### src/rtl/twr_pkg.sv
package twr_pkg;

   typedef enum logic [2:0] {
      ST_IDLE,
      ST_DEV,
      ST_SUB,
      ST_WDAT,
      ST_ACKD,
      ST_ACKH,
      ST_RDAT,
      ST_HOLD
   } twr_state_e;

   typedef enum logic {
      TGT_INT = 1'b0,
      TGT_SNS = 1'b1
   } twr_tgt_e;

endpackage

### src/rtl/twr_line_sync.sv
module twr_line_sync #(
   parameter int STAGES = 2
) (
   input  logic clk,
   input  logic rst_n,
   input  logic scl_i,
   input  logic sda_i,
   output logic scl_s,
   output logic sda_s,
   output logic scl_rise,
   output logic scl_fall,
   output logic start_p,
   output logic stop_p
);

   if (STAGES < 2) begin : g_bad_stages
      $error("twr_line_sync needs at least two stages");
   end

   logic [STAGES-1:0] scl_ff;
   logic [STAGES-1:0] sda_ff;
   logic              scl_q;
   logic              sda_q;

   // idle bus is high, so the chain resets to 1
   always_ff @(posedge clk or negedge rst_n) begin
      if (!rst_n) begin
         scl_ff <= '1;
         sda_ff <= '1;
         scl_q  <= 1'b1;
         sda_q  <= 1'b1;
      end else begin
         scl_ff <= {scl_ff[STAGES-2:0], scl_i};
         sda_ff <= {sda_ff[STAGES-2:0], sda_i};
         scl_q  <= scl_ff[STAGES-1];
         sda_q  <= sda_ff[STAGES-1];
      end
   end

   assign scl_s    = scl_ff[STAGES-1];
   assign sda_s    = sda_ff[STAGES-1];
   assign scl_rise = scl_s & ~scl_q;
   assign scl_fall = ~scl_s & scl_q;
   assign start_p  = scl_s & scl_q & sda_q & ~sda_s;
   assign stop_p   = scl_s & scl_q & ~sda_q & sda_s;

endmodule

### src/rtl/twr_addr_decode.sv
module twr_addr_decode
   import twr_pkg::*;
#(
   parameter int              DEV_W   = 7,
   parameter int              ADDR_W  = 8,
   parameter logic [DEV_W-1:0] INT_DEV = 7'h20,
   parameter logic [DEV_W-1:0] SNS_DEV = 7'h11,
   parameter int              INT_LO  = 'h80,
   parameter int              INT_HI  = 'hFF,
   parameter int              SNS_LO  = 'h00,
   parameter int              SNS_HI  = 'h7F
) (
   input  logic [DEV_W-1:0]  dev_in,
   input  logic [ADDR_W-1:0] sub_in,
   output logic              dev_hit,
   output twr_tgt_e          dev_tgt,
   output logic [1:0]        win_ok
);

   localparam int ADDR_MAX = (1 << ADDR_W) - 1;

   if (INT_DEV == SNS_DEV) begin : g_bad_dev
      $error("the two device addresses must differ");
   end

   assign dev_hit = (dev_in == INT_DEV) || (dev_in == SNS_DEV);
   assign dev_tgt = (dev_in == SNS_DEV) ? TGT_SNS : TGT_INT;

   // one window per target; bounds at the edge of the space need no compare
   for (genvar t = 0; t < 2; t++) begin : g_win
      localparam int LO = (t == 0) ? INT_LO : SNS_LO;
      localparam int HI = (t == 0) ? INT_HI : SNS_HI;
      logic lo_ok;
      logic hi_ok;
      if (LO == 0) begin : g_nolo
         assign lo_ok = 1'b1;
      end else begin : g_lo
         assign lo_ok = (sub_in >= ADDR_W'(LO));
      end
      if (HI >= ADDR_MAX) begin : g_nohi
         assign hi_ok = 1'b1;
      end else begin : g_hi
         assign hi_ok = (sub_in <= ADDR_W'(HI));
      end
      assign win_ok[t] = lo_ok & hi_ok;
   end

endmodule

### src/rtl/twr_byte_engine.sv
module twr_byte_engine
   import twr_pkg::*;
#(
   parameter int DATA_W = 8,
   parameter int DEV_W  = 7
) (
   input  logic              clk,
   input  logic              rst_n,
   input  logic              scl_s,
   input  logic              sda_s,
   input  logic              scl_rise,
   input  logic              scl_fall,
   input  logic              start_p,
   input  logic              stop_p,
   // decoder side
   output logic [DEV_W-1:0]  dec_dev,
   output logic [DATA_W-1:0] dec_sub,
   input  logic              dev_hit,
   input  twr_tgt_e          dev_tgt,
   input  logic [1:0]        win_ok,
   // register port
   output logic              sda_oe,
   output logic              reg_sel,
   output logic [DATA_W-1:0] reg_addr,
   output logic [DATA_W-1:0] reg_wdata,
   output logic              reg_we,
   output logic              reg_re,
   input  logic [DATA_W-1:0] reg_rdata
);

   localparam int CNT_W = $clog2(DATA_W + 1);
   localparam int BIT_W = $clog2(DATA_W);

   twr_state_e        state;
   twr_state_e        nxt_q;
   twr_state_e        byte_nxt;
   logic [CNT_W-1:0]  cnt;
   logic [DATA_W-1:0] sh;
   logic [DATA_W-1:0] byte_now;
   logic [DATA_W-1:0] rd_q;
   logic [DATA_W-1:0] sub_q;
   logic [DATA_W-1:0] wdata_q;
   twr_tgt_e          tgt_q;
   logic              ack_q;
   logic              sub_vld;
   logic              wr_pend;
   logic              byte_ok;
   logic              rw_bit;
   logic              last_bit;

   assign byte_now = {sh[DATA_W-2:0], sda_s};
   assign rw_bit   = sda_s;
   assign last_bit = (cnt == CNT_W'(DATA_W - 1));
   assign dec_dev  = byte_now[DATA_W-1:1];
   assign dec_sub  = (state == ST_SUB) ? byte_now : sub_q;

   // acceptance of the byte that completes at this clock rise
   always_comb begin
      byte_ok  = 1'b0;
      byte_nxt = ST_HOLD;
      unique case (state)
         ST_DEV: begin
            byte_ok  = dev_hit && (!rw_bit || (sub_vld && win_ok[dev_tgt]));
            byte_nxt = rw_bit ? ST_RDAT : ST_SUB;
         end
         ST_SUB: begin
            byte_ok  = win_ok[tgt_q];
            byte_nxt = ST_WDAT;
         end
         ST_WDAT: begin
            byte_ok  = 1'b1;
            byte_nxt = ST_HOLD;
         end
         default: begin
            byte_ok  = 1'b0;
            byte_nxt = ST_HOLD;
         end
      endcase
   end

   always_ff @(posedge clk or negedge rst_n) begin
      if (!rst_n) begin
         state   <= ST_IDLE;
         nxt_q   <= ST_IDLE;
         cnt     <= '0;
         sh      <= '0;
         rd_q    <= '0;
         sub_q   <= '0;
         wdata_q <= '0;
         tgt_q   <= TGT_INT;
         ack_q   <= 1'b0;
         sub_vld <= 1'b0;
         wr_pend <= 1'b0;
         sda_oe  <= 1'b0;
         reg_we  <= 1'b0;
         reg_re  <= 1'b0;
      end else begin
         reg_we <= 1'b0;
         reg_re <= 1'b0;
         if (reg_re) begin
            rd_q <= reg_rdata;
         end
         if (stop_p) begin
            state   <= ST_IDLE;
            sda_oe  <= 1'b0;
            sub_vld <= 1'b0;
            wr_pend <= 1'b0;
         end else if (start_p) begin
            state   <= ST_DEV;
            cnt     <= '0;
            sda_oe  <= 1'b0;
            wr_pend <= 1'b0;
         end else begin
            unique case (state)
               ST_DEV, ST_SUB, ST_WDAT: begin
                  if (scl_rise) begin
                     sh  <= byte_now;
                     cnt <= cnt + 1'b1;
                     if (last_bit) begin
                        state <= ST_ACKD;
                        ack_q <= byte_ok;
                        nxt_q <= byte_nxt;
                        if (state == ST_DEV && byte_ok) begin
                           tgt_q <= dev_tgt;
                           if (rw_bit) begin
                              reg_re <= 1'b1;
                           end else begin
                              sub_vld <= 1'b0;
                           end
                        end
                        if (state == ST_SUB && byte_ok) begin
                           sub_q   <= byte_now;
                           sub_vld <= 1'b1;
                        end
                        if (state == ST_WDAT) begin
                           wdata_q <= byte_now;
                           wr_pend <= 1'b1;
                        end
                     end
                  end
               end
               ST_ACKD: begin
                  if (scl_fall) begin
                     sda_oe <= ack_q;
                     state  <= ack_q ? ST_ACKH : ST_HOLD;
                  end
               end
               ST_ACKH: begin
                  if (scl_fall) begin
                     state  <= nxt_q;
                     cnt    <= '0;
                     sda_oe <= (nxt_q == ST_RDAT) ? ~rd_q[DATA_W-1] : 1'b0;
                     if (wr_pend) begin
                        reg_we  <= 1'b1;
                        wr_pend <= 1'b0;
                     end
                  end
               end
               ST_RDAT: begin
                  if (scl_rise) begin
                     cnt <= cnt + 1'b1;
                  end else if (scl_fall) begin
                     if (cnt == CNT_W'(DATA_W)) begin
                        sda_oe <= 1'b0;
                        state  <= ST_HOLD;
                     end else begin
                        sda_oe <= ~rd_q[BIT_W'(DATA_W - 1) - cnt[BIT_W-1:0]];
                     end
                  end
               end
               default: begin
               end
            endcase
         end
      end
   end

   assign reg_sel   = tgt_q;
   assign reg_addr  = sub_q;
   assign reg_wdata = wdata_q;

   // write strobe lasts one clock
   p_we_single_r6: assert property (@(posedge clk) disable iff (!rst_n)
      reg_we |=> !reg_we);

   // read strobe lasts one clock
   p_re_single_r8: assert property (@(posedge clk) disable iff (!rst_n)
      reg_re |=> !reg_re);

   // never both strobes together
   p_strobe_excl_r6: assert property (@(posedge clk) disable iff (!rst_n)
      !(reg_we && reg_re));

   // data drive moves only while the clock line is low
   p_oe_scl_low_r9: assert property (@(posedge clk) disable iff (!rst_n)
      (!$stable(sda_oe) && !$past(start_p) && !$past(stop_p)) |-> !$past(scl_s));

   // a stop returns the engine to idle
   p_stop_idle_r2: assert property (@(posedge clk) disable iff (!rst_n)
      stop_p |=> (state == ST_IDLE && !sda_oe));

   // read strobe only with a sub-address accepted earlier
   p_re_needs_sub_r10: assert property (@(posedge clk) disable iff (!rst_n)
      reg_re |-> sub_vld);

endmodule

### src/rtl/twr_reg_slave.sv
module twr_reg_slave
   import twr_pkg::*;
#(
   parameter int              SYNC_STAGES = 2,
   parameter int              DATA_W      = 8,
   parameter int              ADDR_W      = 8,
   parameter int              DEV_W       = 7,
   parameter logic [DEV_W-1:0] INT_DEV     = 7'h20,
   parameter logic [DEV_W-1:0] SNS_DEV     = 7'h11,
   parameter int              INT_LO      = 'h80,
   parameter int              INT_HI      = 'hFF,
   parameter int              SNS_LO      = 'h00,
   parameter int              SNS_HI      = 'h7F
) (
   input  logic              clk,
   input  logic              rst_n,
   input  logic              scl_i,
   input  logic              sda_i,
   output logic              sda_oe,
   output logic              reg_sel,
   output logic [ADDR_W-1:0] reg_addr,
   output logic [DATA_W-1:0] reg_wdata,
   output logic              reg_we,
   output logic              reg_re,
   input  logic [DATA_W-1:0] reg_rdata
);

   if (DATA_W != 8 || ADDR_W != DATA_W || DEV_W != DATA_W - 1) begin : g_bad_width
      $error("bus bytes, sub-addresses and device addresses must fit one 8-bit frame");
   end

   logic              scl_s;
   logic              sda_s;
   logic              scl_rise;
   logic              scl_fall;
   logic              start_p;
   logic              stop_p;
   logic [DEV_W-1:0]  dec_dev;
   logic [DATA_W-1:0] dec_sub;
   logic              dev_hit;
   twr_tgt_e          dev_tgt;
   logic [1:0]        win_ok;

   twr_line_sync #(
      .STAGES (SYNC_STAGES)
   ) i_sync (
      .clk      (clk),
      .rst_n    (rst_n),
      .scl_i    (scl_i),
      .sda_i    (sda_i),
      .scl_s    (scl_s),
      .sda_s    (sda_s),
      .scl_rise (scl_rise),
      .scl_fall (scl_fall),
      .start_p  (start_p),
      .stop_p   (stop_p)
   );

   twr_addr_decode #(
      .DEV_W   (DEV_W),
      .ADDR_W  (ADDR_W),
      .INT_DEV (INT_DEV),
      .SNS_DEV (SNS_DEV),
      .INT_LO  (INT_LO),
      .INT_HI  (INT_HI),
      .SNS_LO  (SNS_LO),
      .SNS_HI  (SNS_HI)
   ) i_dec (
      .dev_in  (dec_dev),
      .sub_in  (dec_sub),
      .dev_hit (dev_hit),
      .dev_tgt (dev_tgt),
      .win_ok  (win_ok)
   );

   twr_byte_engine #(
      .DATA_W (DATA_W),
      .DEV_W  (DEV_W)
   ) i_eng (
      .clk       (clk),
      .rst_n     (rst_n),
      .scl_s     (scl_s),
      .sda_s     (sda_s),
      .scl_rise  (scl_rise),
      .scl_fall  (scl_fall),
      .start_p   (start_p),
      .stop_p    (stop_p),
      .dec_dev   (dec_dev),
      .dec_sub   (dec_sub),
      .dev_hit   (dev_hit),
      .dev_tgt   (dev_tgt),
      .win_ok    (win_ok),
      .sda_oe    (sda_oe),
      .reg_sel   (reg_sel),
      .reg_addr  (reg_addr),
      .reg_wdata (reg_wdata),
      .reg_we    (reg_we),
      .reg_re    (reg_re),
      .reg_rdata (reg_rdata)
   );

   // a write strobe only ever targets the selected bank's window
   p_we_window_r4: assert property (@(posedge clk) disable iff (!rst_n)
      reg_we |-> (reg_sel ? (int'(reg_addr) >= SNS_LO && int'(reg_addr) <= SNS_HI)
                          : (int'(reg_addr) >= INT_LO && int'(reg_addr) <= INT_HI)));

   // the strobes stay low straight after reset
   p_quiet_after_reset_r1: assert property (@(posedge clk) disable iff (!rst_n)
      $rose(rst_n) |-> (!reg_we && !reg_re && !sda_oe));

endmodule

### config.mk
export PLATFORM = sky130hd
export DESIGN_NAME = twr_reg_slave
export DESIGN_NICKNAME = d
export VERILOG_FILES = /design/src/rtl/twr_pkg.sv /design/src/rtl/twr_line_sync.sv /design/src/rtl/twr_addr_decode.sv /design/src/rtl/twr_byte_engine.sv /design/src/rtl/twr_reg_slave.sv
export SDC_FILE = /design/constraint.sdc
export NUM_CORES = 1
export LEC_CHECK = 0
export BUFFER_PORTS_ARGS = -buffer_cell sky130_fd_sc_hd__buf_2
export CORE_UTILIZATION = 61
export DETAILED_ROUTE_END_ITERATION = 7
export GPL_ROUTABILITY_DRIVEN = 0
export PLACE_DENSITY = 0.95
export SYNTH_ARGS = -nofsm -noshare
export SYNTH_HDL_FRONTEND = slang
export SYNTH_SLANG_ARGS = --single-unit
### constraint.sdc
create_clock -name clk -period 4.6 [get_ports clk]
set_clock_uncertainty 0.05 [all_clocks]
set_input_delay 0.46 -clock clk [delete_from_list [all_inputs] [get_ports clk]]
set_output_delay 0.46 -clock clk [all_outputs]
set_load 0.05 [all_outputs]
==> impl_metrics.env, run 1 <==
export IMPL_status="complete, no violations"
export IMPL_critical_path_arrival_ns=2.42
export IMPL_r2r_end="i_eng.state[1]"
export IMPL_p_leak_uw=0.00143
export IMPL_cts_setup_buffers=0
export IMPL_min_period_ns=2.27
export IMPL_final_common_cell="dfrtp_1"
export IMPL_async_flop_share_pct=100
export IMPL_track_usage_pct=26.8
export IMPL_avgSynthCellArea_um2=12.4
export IMPL_grt_pass1_vias=1675
export IMPL_worstHoldEndpoint="i_sync.scl_ff[0]"
export IMPL_utilization_pct=75.0
export IMPL_min_path_type="in2reg"
export IMPL_cts_htree_levels=2
export IMPL_crit_type="reg2reg"
export IMPL_cts_resized=0
export IMPL_rsz0062_at_grt="no"
export IMPL_met1_usage_pct=37.0
export IMPL_cts_buffers=5
export IMPL_maxCapViolations=0
export IMPL_synth_nets=215
export IMPL_r2r_start="i_eng.state[2]"
export IMPL_ys_flop_type="dfrtp_1"
export IMPL_fmax_mhz=441
export IMPL_wl_per_cell_um=17.3
export IMPL_area_growth_pct=13.8
export IMPL_synth_top_area_cell="dfrtp_1"
export IMPL_design_die_area_um2=4330
export IMPL_grtUsageMet2_pct=41.1
export IMPL_cp_max_fo=11
export IMPL_worstSetupEndpointType="flip-flop"
export IMPL_die_h_um=65.8
export IMPL_seq_area_um2=1360
export IMPL_die_width_um=65.8
export IMPL_hold_viol_final=0
export IMPL_ff2ff_path_depth=5
export IMPL_drtPass1Iterations=4
export IMPL_clockBufferDepth=2
export IMPL_synth_cell_types=49
export IMPL_core_area_um2=3770
export IMPL_synth_edf_count=0
export IMPL_clkLatencyLatePin_ns=0.31
export IMPL_setup_viol=0
export IMPL_synth_cells=201
export IMPL_drt_first_iter_violations=128
export IMPL_viasPerCell=6.08
export IMPL_mostFrequentLayoutCells="dfrtp_1 (48), buf_2 (31), mux2_2 (25)"
export IMPL_power_density_nw_per_um2=448
export IMPL_synth_top_area_share_pct=48.4
export IMPL_finalMaxSlewViolations=0
export IMPL_ios=32
export IMPL_cts_sinks=54
export IMPL_drt_total_wl_um=4880
export IMPL_antenna_found_initial=0
export IMPL_max_slew_margin_pct=57.1
export IMPL_io_buffer_count=31
export IMPL_postCtsHoldBufs=0
export IMPL_gr_total_overflow=0
export IMPL_top_usage_layer="met2"
export IMPL_initial_core_util_pct=65.9
export IMPL_min_path_cells=1
export IMPL_crit_path_start_kind="flip-flop"
export IMPL_grt_pass1_wl_um=8390
export IMPL_root_buffer="clkbuf_8"
export IMPL_multi_input_area_um2=1080
export IMPL_path_clk_slew_ns=0.10
export IMPL_tightest_slew_ns=0.641
export IMPL_setup_tns_ns=0
export IMPL_use_met3_pct=6.90
export IMPL_ir_worst_vdd_v=0.000358
export IMPL_cp_required_ns=4.75
export IMPL_regToRegSetupSlack_ns=2.33
export IMPL_ant_nets=0
export IMPL_num_vias=1720
export IMPL_cts_tree="done"
export IMPL_synth_area_leaders="dfrtp_1 (48%), mux2_2 (11%), dfstp_2 (6.3%)"
export IMPL_fill_cells=221
export IMPL_final_area_um2=2830
export IMPL_ys_warn_count=0
export IMPL_ys_seq_area_share_pct=54.7
export IMPL_fin_crit_sh_pct=49.3
export IMPL_dpl_cell_area_um2=2680
export IMPL_grt_max_degree=55
export IMPL_layout_nets=248
export IMPL_antennaDiodeCount=0
export IMPL_dp_hpwl_um=3290
export IMPL_drc_errors=0
export IMPL_synth_area_um2=2480
export IMPL_row_count=22
export IMPL_yosys_register_bits=54
export IMPL_final_layout_size_suffix_gt1_share_pct=34.9
export IMPL_crit_path_start="i_eng.state[2]"
export IMPL_hold_path_startpoint="scl_i"
[critical path, stage by stage (launching register included)]
cell and delay [ns]:
dfrtp_1 0.54, or3b_4 0.48, nor3_2 0.29, o21ai_2 0.18
a21oi_2 0.26, mux2_2 0.36
[cell type report]
class | count | share of cell area [%]
clock buffers | 6 | 2.92
clock inverters | 2 | 2.12
inverters | 7 | 0.930
multi-input cells | 134 | 38.1
flip-flops and latches | 54 | 48.1
well taps | 48 | 2.12
repair buffers | 32 | 5.75
[cell families (layout without fill, tap and decap cells)]
| group | count (synthesis) | count (layout) | share of synthesized area, % |
|---|---|---|---|
| flops | 54 | 54 | 54.7 |
| simple gates | 54 | 54 | 12.6 |
| mux | 41 | 41 | 19.2 |
| compound gates | 34 | 34 | 9.47 |
| buf+inv | 13 | 47 | 1.96 |
| xor+xnor | 3 | 3 | 1.06 |
| fa+ha+maj | 2 | 2 | 1.01 |
[stage by stage]
step | setup slack (ns) | cells | power, uW | hold WS (ns)
global placement | 2.48 | 275 | 857 | 0.296
CTS | 2.36 | 283 | 1260 | 0.195
floorplan | 2.55 | 201 | 797 | 0.114
global route | 2.26 | 283 | 1330 | 0.182
detailed placement | 2.40 | 275 | 876 | 0.301
finish | 2.33 | 283 | 1260 | 0.200
[cell usage after synthesis (2+ instances only)]
cell and count:
mux2_1 8, a21oi_1 8, nand2_1 18, clkbuf_1 6
inv_1 7, nand2b_1 4, dfstp_2 6, mux2i_1 6
ha_1 2, o21ai_0 8, xor2_1 2, nand3b_1 2
mux2_2 25, nor2b_1 3, dfrtp_1 48, nand3_1 2
nor2_1 10, mux4_2 2, a21o_1 2, nor3b_1 3
[sequential cells by signal, indices dropped and copies added, names as in the netlist, 3 cells and up]
signal / count
i_eng.sh: 7
i_eng.rd_q: 8
i_eng.state: 3
i_eng.reg_addr: 8
i_eng.cnt: 4
i_eng.nxt_q: 3
i_eng.reg_wdata: 8
[layer usage]
| metal | vias up | wire length, um | part of all wire [%] |
|---|---|---|---|
| met4 | 0 | 111 | 2.3 |
| met5 | - | 0 | 0 |
| met3 | 16 | 303 | 6.2 |
| met1 | 851 | 2110 | 43 |
| met2 | 68 | 2360 | 48 |
| li1 | 785 | - | - |
[power by group]
| part | switching, uW | internal [uW] |
|---|---|---|
| logic | 141 | 111 |
| clock network | 149 | 232 |
| registers | 109 | 523 |
| total | 399 | 866 |
[worst max path at each step]
stage | end | slack [ns] | cells after the start
2_1_floorplan | i_eng.state[0] | 2.55 | 5
4_1_cts | i_eng.state[1] | 2.36 | 5
3_5_place_dp | i_eng.state[0] | 2.40 | 5
5_1_grt | i_eng.state[1] | 2.26 | 5
3_3_place_gp | i_eng.reg_addr[2] | 2.48 | 4
6_report | i_eng.state[1] | 2.33 | 5
No activity file was read; power rests on OpenSTA's default activity.
==> inputs of run 2 (changes only) <==
--- a/config.mk
+++ b/config.mk
@@ -6,10 +6,10 @@
 export NUM_CORES = 1
 export LEC_CHECK = 0
 export BUFFER_PORTS_ARGS = -buffer_cell sky130_fd_sc_hd__buf_2
-export CORE_UTILIZATION = 61
+export CORE_UTILIZATION = 57
 export DETAILED_ROUTE_END_ITERATION = 7
 export GPL_ROUTABILITY_DRIVEN = 0
-export PLACE_DENSITY = 0.95
+export PLACE_DENSITY = 0.91
 export SYNTH_ARGS = -nofsm -noshare
 export SYNTH_HDL_FRONTEND = slang
 export SYNTH_SLANG_ARGS = --single-unit
==> constraint.sdc (replaced) <==
create_clock -name clk -period 2.2 [get_ports clk]
set_clock_uncertainty 0.05 [all_clocks]
set_input_delay 0.22 -clock clk [delete_from_list [all_inputs] [get_ports clk]]
set_output_delay 0.22 -clock clk [all_outputs]
set_load 0.05 [all_outputs]
==> run 2 against run 1 <==
Clock power is 36% higher. Fmax is 7.9% higher. Critical path type unchanged. Critical endpoint is now i_eng.state[0]. Highest routed layer unchanged. Combinational power grew to 2.6 times the previous value.
==> impl_metrics.env, run 2 (synthesis gave the netlist of run 1 again) <==
export IMPL_cp_required_ns=2.35
export IMPL_drc_errors=0
export IMPL_final_layout_size_suffix_gt1_share_pct=36.9
export IMPL_io_buffer_count=31
export IMPL_status="complete, no violations"
export IMPL_min_path_type="in2reg"
export IMPL_core_area_um2=4090
export IMPL_mostFrequentLayoutCells="dfrtp_1 (48), buf_2 (31), mux2_2 (25)"
export IMPL_crit_path_start="i_sync.scl_ff[1]"
export IMPL_final_common_cell="dfrtp_1"
export IMPL_setup_viol=0
export IMPL_finalMaxSlewViolations=0
export IMPL_fill_cells=290
export IMPL_grt_max_degree=55
export IMPL_clkLatencyLatePin_ns=0.31
export IMPL_cts_htree_levels=2
export IMPL_setup_tns_ns=0
export IMPL_row_count=23
export IMPL_die_width_um=68.0
export IMPL_root_buffer="clkbuf_8"
export IMPL_crit_type="reg2reg"
export IMPL_track_usage_pct=23.2
export IMPL_gr_total_overflow=0
export IMPL_grt_pass1_vias=1660
export IMPL_power_density_nw_per_um2=844
export IMPL_cp_max_fo=4
export IMPL_viasPerCell=5.73
export IMPL_clockBufferDepth=2
export IMPL_layout_nets=263
export IMPL_fin_cells=299
export IMPL_min_period_ns=2.10
export IMPL_design_die_area_um2=4630
export IMPL_hold_path_startpoint="reg_rdata[7]"
export IMPL_drtPass1Iterations=4
export IMPL_ant_nets=0
export IMPL_drt_first_iter_violations=148
export IMPL_cts_buffers=5
export IMPL_worstSetupEndpointType="flip-flop"
export IMPL_ios=32
export IMPL_crit_path_start_kind="flip-flop"
export IMPL_tightest_slew_ns=0.671
export IMPL_hold_viol_final=0
export IMPL_seq_area_um2=1360
export IMPL_grt_pass1_wl_um=7690
export IMPL_cts_tree="done"
export IMPL_wl_per_cell_um=16.0
export IMPL_rsz0062_at_grt="no"
export IMPL_initial_core_util_pct=60.8
export IMPL_area_growth_pct=16.2
export IMPL_fmax_mhz=475
export IMPL_cts_sinks=54
export IMPL_fin_crit_sh_pct=95.6
export IMPL_critical_path_arrival_ns=2.26
export IMPL_dp_hpwl_um=3320
export IMPL_maxCapViolations=0
export IMPL_max_slew_margin_pct=55.3
export IMPL_antenna_found_initial=0
export IMPL_cts_resized=0
export IMPL_drt_total_wl_um=4780
export IMPL_path_clk_slew_ns=0.09
export IMPL_r2r_start="i_sync.scl_ff[1]"
export IMPL_dp_cells=289
export IMPL_p_leak_uw=0.00146
export IMPL_antennaDiodeCount=0
export IMPL_num_vias=1713
export IMPL_multi_input_area_um2=1080
export IMPL_die_h_um=68.0
export IMPL_ir_worst_vdd_v=0.000629
run 2: changes by cell type in the layout (fill, tap and decap cells not counted), sizes merged:
cell,previous run,this run
buf,32,44
bufinv,2,0
clkinvlp,0,1
dlygate4sd3,0,3
run 2: worst paths after layout:
path | depth (start not counted) | to | slack (ns)
max in group asynchronous | 3 | i_eng.reg_wdata[0] | 1.14
worst max register to register | 5 | i_eng.state[0] | 0.1
worst max-delay path | 5 | i_eng.state[0] | 0.1
worst min register to register | 0 | i_sync.sda_ff[1] | 0.31
worst min-delay path | 2 | i_eng.rd_q[7] | 0.08
min in group asynchronous | 3 | i_eng.sda_oe | 0.50
run 2: critical path, cell delays in order, from the launching register on:
cell and delay (ns):
dfstp_2 0.53, or3b_4 0.40, nor3_2 0.31, o21ai_2 0.13
a21oi_2 0.22, mux2_2 0.36
run 2: routing by layer:
layer | global-route usage (%) | share of wire, % | vias to the layer above
met1 | 29.5 | 44 | 851
met5 | 0 | 0 | -
met2 | 37.9 | 50 | 44
met3 | 4.83 | 4.0 | 10
li1 | - | - | 808
met4 | 10.4 | 1.9 | 0
run 2: repair_timing:
item	CTS	global route
hold buffers	3	0
hold endpoints to repair	26	0
setup buffers	0	0
run 2: report_power, final:
part	internal [uW]	total (uW)	switching, uW	leakage [uW]
logic	316	657	341	0.000705
registers	1090	1260	165	0.000721
clock network	219	519	300	0.0000373
run 2: cell type report:
| class | instances | share of cell area (%) |
|---|---|---|
| flip-flops and latches | 54 | 47.1 |
| multi-input cells | 134 | 37.3 |
| repair buffers | 47 | 9.80 |
| clock buffers | 6 | 2.51 |
| well taps | 50 | 2.17 |
| inverters | 7 | 0.910 |
| clock inverters | 1 | 0.260 |
run 2: per-stage QoR:
| step | hold WS [ns] | total power [uW] | util [%] | setup slack (ns) | area, um2 |
|---|---|---|---|---|---|
| 2_1_floorplan | -0.126 | 1670 | - | 0.151 | 2480 |
| 3_3_place_gp | 0.274 | 1890 | 67.9 | 0.165 | 2780 |
| 3_5_place_dp | 0.279 | 1920 | 67.9 | 0.121 | 2780 |
| 4_1_cts | 0.0789 | 2460 | 70.6 | 0.108 | 2890 |
| 5_1_grt | 0.0732 | 2580 | 70.6 | 0.0271 | 2890 |
| 6_report | 0.0849 | 2440 | 70.6 | 0.0967 | 2890 |
==> inputs of run 3 (changes only) <==
--- a/config.mk
+++ b/config.mk
@@ -9,7 +9,8 @@
 export CORE_UTILIZATION = 57
 export DETAILED_ROUTE_END_ITERATION = 7
 export GPL_ROUTABILITY_DRIVEN = 0
-export PLACE_DENSITY = 0.91
+export PLACE_DENSITY = 0.9
 export SYNTH_ARGS = -nofsm -noshare
 export SYNTH_HDL_FRONTEND = slang
+export SYNTH_HIERARCHICAL = 1
 export SYNTH_SLANG_ARGS = --single-unit
==> run 3 against run 2 <==
The run now ends with negative setup slack left. Flip-flop and latch count stayed put. Combinational power shrank 10%. Via count up 23%. Count of clock-buffer cells in the layout up 1. Non-clock buffer count rose by 24. Area after synthesis grew 4.5%. Global-route usage rose by 4.7 points. Sequential power fell by 10%. Highest routed layer unchanged.
==> impl_metrics.env, run 3 <==
export IMPL_status="complete, but fails checks"
export IMPL_violations="negative setup slack"
export IMPL_synth_area_um2=2590
export IMPL_min_path_cells=2
export IMPL_finalMaxSlewViolations=0
export IMPL_rsz0062_at_grt="yes"
export IMPL_row_count=24
export IMPL_antennaDiodeCount=0
export IMPL_path_common_cell="or4_4"
export IMPL_gr_total_overflow=0
export IMPL_ios=32
export IMPL_grt_pass1_wl_um=10200
export IMPL_fin_crit_sh_pct=112
export IMPL_setup_viol=11
export IMPL_p_leak_uw=0.00162
export IMPL_cts_buffers=5
export IMPL_critical_path_arrival_ns=2.62
export IMPL_wl_per_cell_um=20.6
export IMPL_drt_first_iter_violations=318
export IMPL_antenna_found_initial=0
export IMPL_final_layout_size_suffix_gt1_share_pct=46.5
export IMPL_grt_pass1_vias=2078
export IMPL_fmax_mhz=407
export IMPL_clkLatencyLatePin_ns=0.31
export IMPL_cp_required_ns=2.36
export IMPL_drt_total_wl_um=6910
export IMPL_track_usage_pct=27.9
export IMPL_cts_sinks=54
export IMPL_mostFrequentLayoutCells="dfrtp_1 (48), buf_4 (33), buf_2 (31)"
export IMPL_crit_path_max_incr_delay_ns=0.55
export IMPL_cts_htree_levels=2
export IMPL_layout_nets=297
export IMPL_ff2ff_path_depth=6
export IMPL_design_die_area_um2=4830
export IMPL_synth_nets=229
export IMPL_setup_tns_ns=-1.96
export IMPL_cp_slowest_cell="or4_4"
export IMPL_path_buf_inv=1
export IMPL_hold_viol_final=0
export IMPL_die_h_um=69.5
export IMPL_seq_area_um2=1360
export IMPL_final_setup_worst_slack_ns=-0.259
export IMPL_viasPerCell=6.29
export IMPL_core_area_um2=4350
export IMPL_synth_cells=215
export IMPL_cts_tree="done"
export IMPL_maxCapViolations=0
export IMPL_crit_chain="or4_4 -> buf_6 -> a21oi_4 -> or3b_4 -> or4_4 -> a31o_1"
export IMPL_cp_max_fo=2
export IMPL_drtPass1Iterations=6
export IMPL_grt_max_degree=55
export IMPL_min_path_type="in2reg"
export IMPL_cp_depth=6
export IMPL_multi_input_area_um2=1270
export IMPL_die_width_um=69.5
export IMPL_ant_nets=0
export IMPL_max_slew_margin_pct=55.7
export IMPL_dp_cells=321
export IMPL_avgSynthCellArea_um2=12.1
export IMPL_root_buffer="clkbuf_8"
export IMPL_initial_core_util_pct=59.6
export IMPL_crit_path_start_kind="flip-flop"
export IMPL_drc_errors=0
export IMPL_num_vias=2113
export IMPL_ys_warn_count=6
export IMPL_io_buffer_count=31
export IMPL_area_growth_pct=27.5
export IMPL_path_clk_slew_ns=0.10
export IMPL_path_delay_family="simple AND/OR/NAND/NOR gates"
export IMPL_clockBufferDepth=2
export IMPL_dp_hpwl_um=4120
export IMPL_tightest_slew_ns=0.665
export IMPL_fill_cells=244
export IMPL_min_period_ns=2.46
export IMPL_worstSetupEndpointType="flip-flop"
export IMPL_power_density_nw_per_um2=705
export IMPL_crit_type="reg2reg"
export IMPL_final_common_cell="dfrtp_1"
export IMPL_fin_cells=336
export IMPL_ir_worst_vdd_v=0.000666
==> run 3: cell count changes in the layout (fill, tap and decap cells not counted), moves of 4 or more <==
| cell | delta |
|---|---|
| mux2_4 | +19 |
| nand2_1 | -6 |
| nand3_1 | +6 |
| buf_4 | +20 |
| mux2i_1 | -6 |
| a21oi_1 | -4 |
| o21ai_1 | +4 |
| mux2_2 | -15 |
==> run 3: timing repair <==
item / in CTS / in global routing
gates resized for setup: 10 / 16
pin swaps: 3 / 5
endpoints found under the hold margin: 50 / 0
endpoints found under the setup margin: 20 / 20
cloned: 1 / 0
setup buffers: 2 / 1
hold buffers: 3 / 0
==> run 3: metal layers <==
metal	track usage, %	vias up	wire [um]
met4	14.3	0	352
met1	36.3	1003	2510
met3	5.96	50	534
met2	44.2	152	3510
met5	0	-	0
li1	-	908	-
==> run 3: path summary, 6_finish.rpt <==
path                             startpoint  slack, ns                to
hold reg to reg            i_sync/scl_ff[0]       0.31  i_sync/scl_ff[1]
setup reg to reg                i_eng/sh[2]      -0.26     i_eng/sub_vld
min in group asynchronous             rst_n       0.49      i_eng/reg_we
max in group asynchronous             rst_n       1.15    i_eng/state[1]
hold / removal                 reg_rdata[4]       0.09     i_eng/rd_q[4]
setup / recovery                i_eng/sh[2]      -0.26     i_eng/sub_vld
==> run 3: final cells by class <==
class,instances,share of cell area [%]
clock buffers,7,2.91
inverters,7,0.794
well taps,52,1.97
clock inverters,1,0.265
flip-flops and latches,54,41.1
repair buffers,71,14.7
multi-input cells,144,38.3
==> run 3: through the flow <==
step	instance area (um2)	setup slack (ns)	util (%)	total power, uW	hold slack (ns)
floorplan	2650	-0.248	-	1400	-0.126
global placement	3040	-0.195	69.8	1620	0.275
detailed placement	3040	-0.284	69.8	1660	0.276
CTS	3230	-0.162	74.3	2280	0.0828
global route	3310	-0.294	76.0	2420	0.0778
finish	3310	-0.259	76.0	2330	0.0852
==> run 3: where the power goes <==
| part | total [uW] | internal, uW | switching, uW | leakage, uW |
|---|---|---|---|---|
| combinational | 591 | 271 | 320 | 0.000845 |
| sequential | 1130 | 1080 | 56.5 | 0.000717 |
| clock | 612 | 289 | 323 | 0.0000544 |
==> run 3: worst reg2reg max path, cell delays in order, from the launching register on <==
cell     delay (ns)
dfrtp_1        0.40
or4_4          0.56
buf_6          0.14
a21oi_4        0.12
or3b_4         0.43
or4_4          0.44
a31o_1         0.22
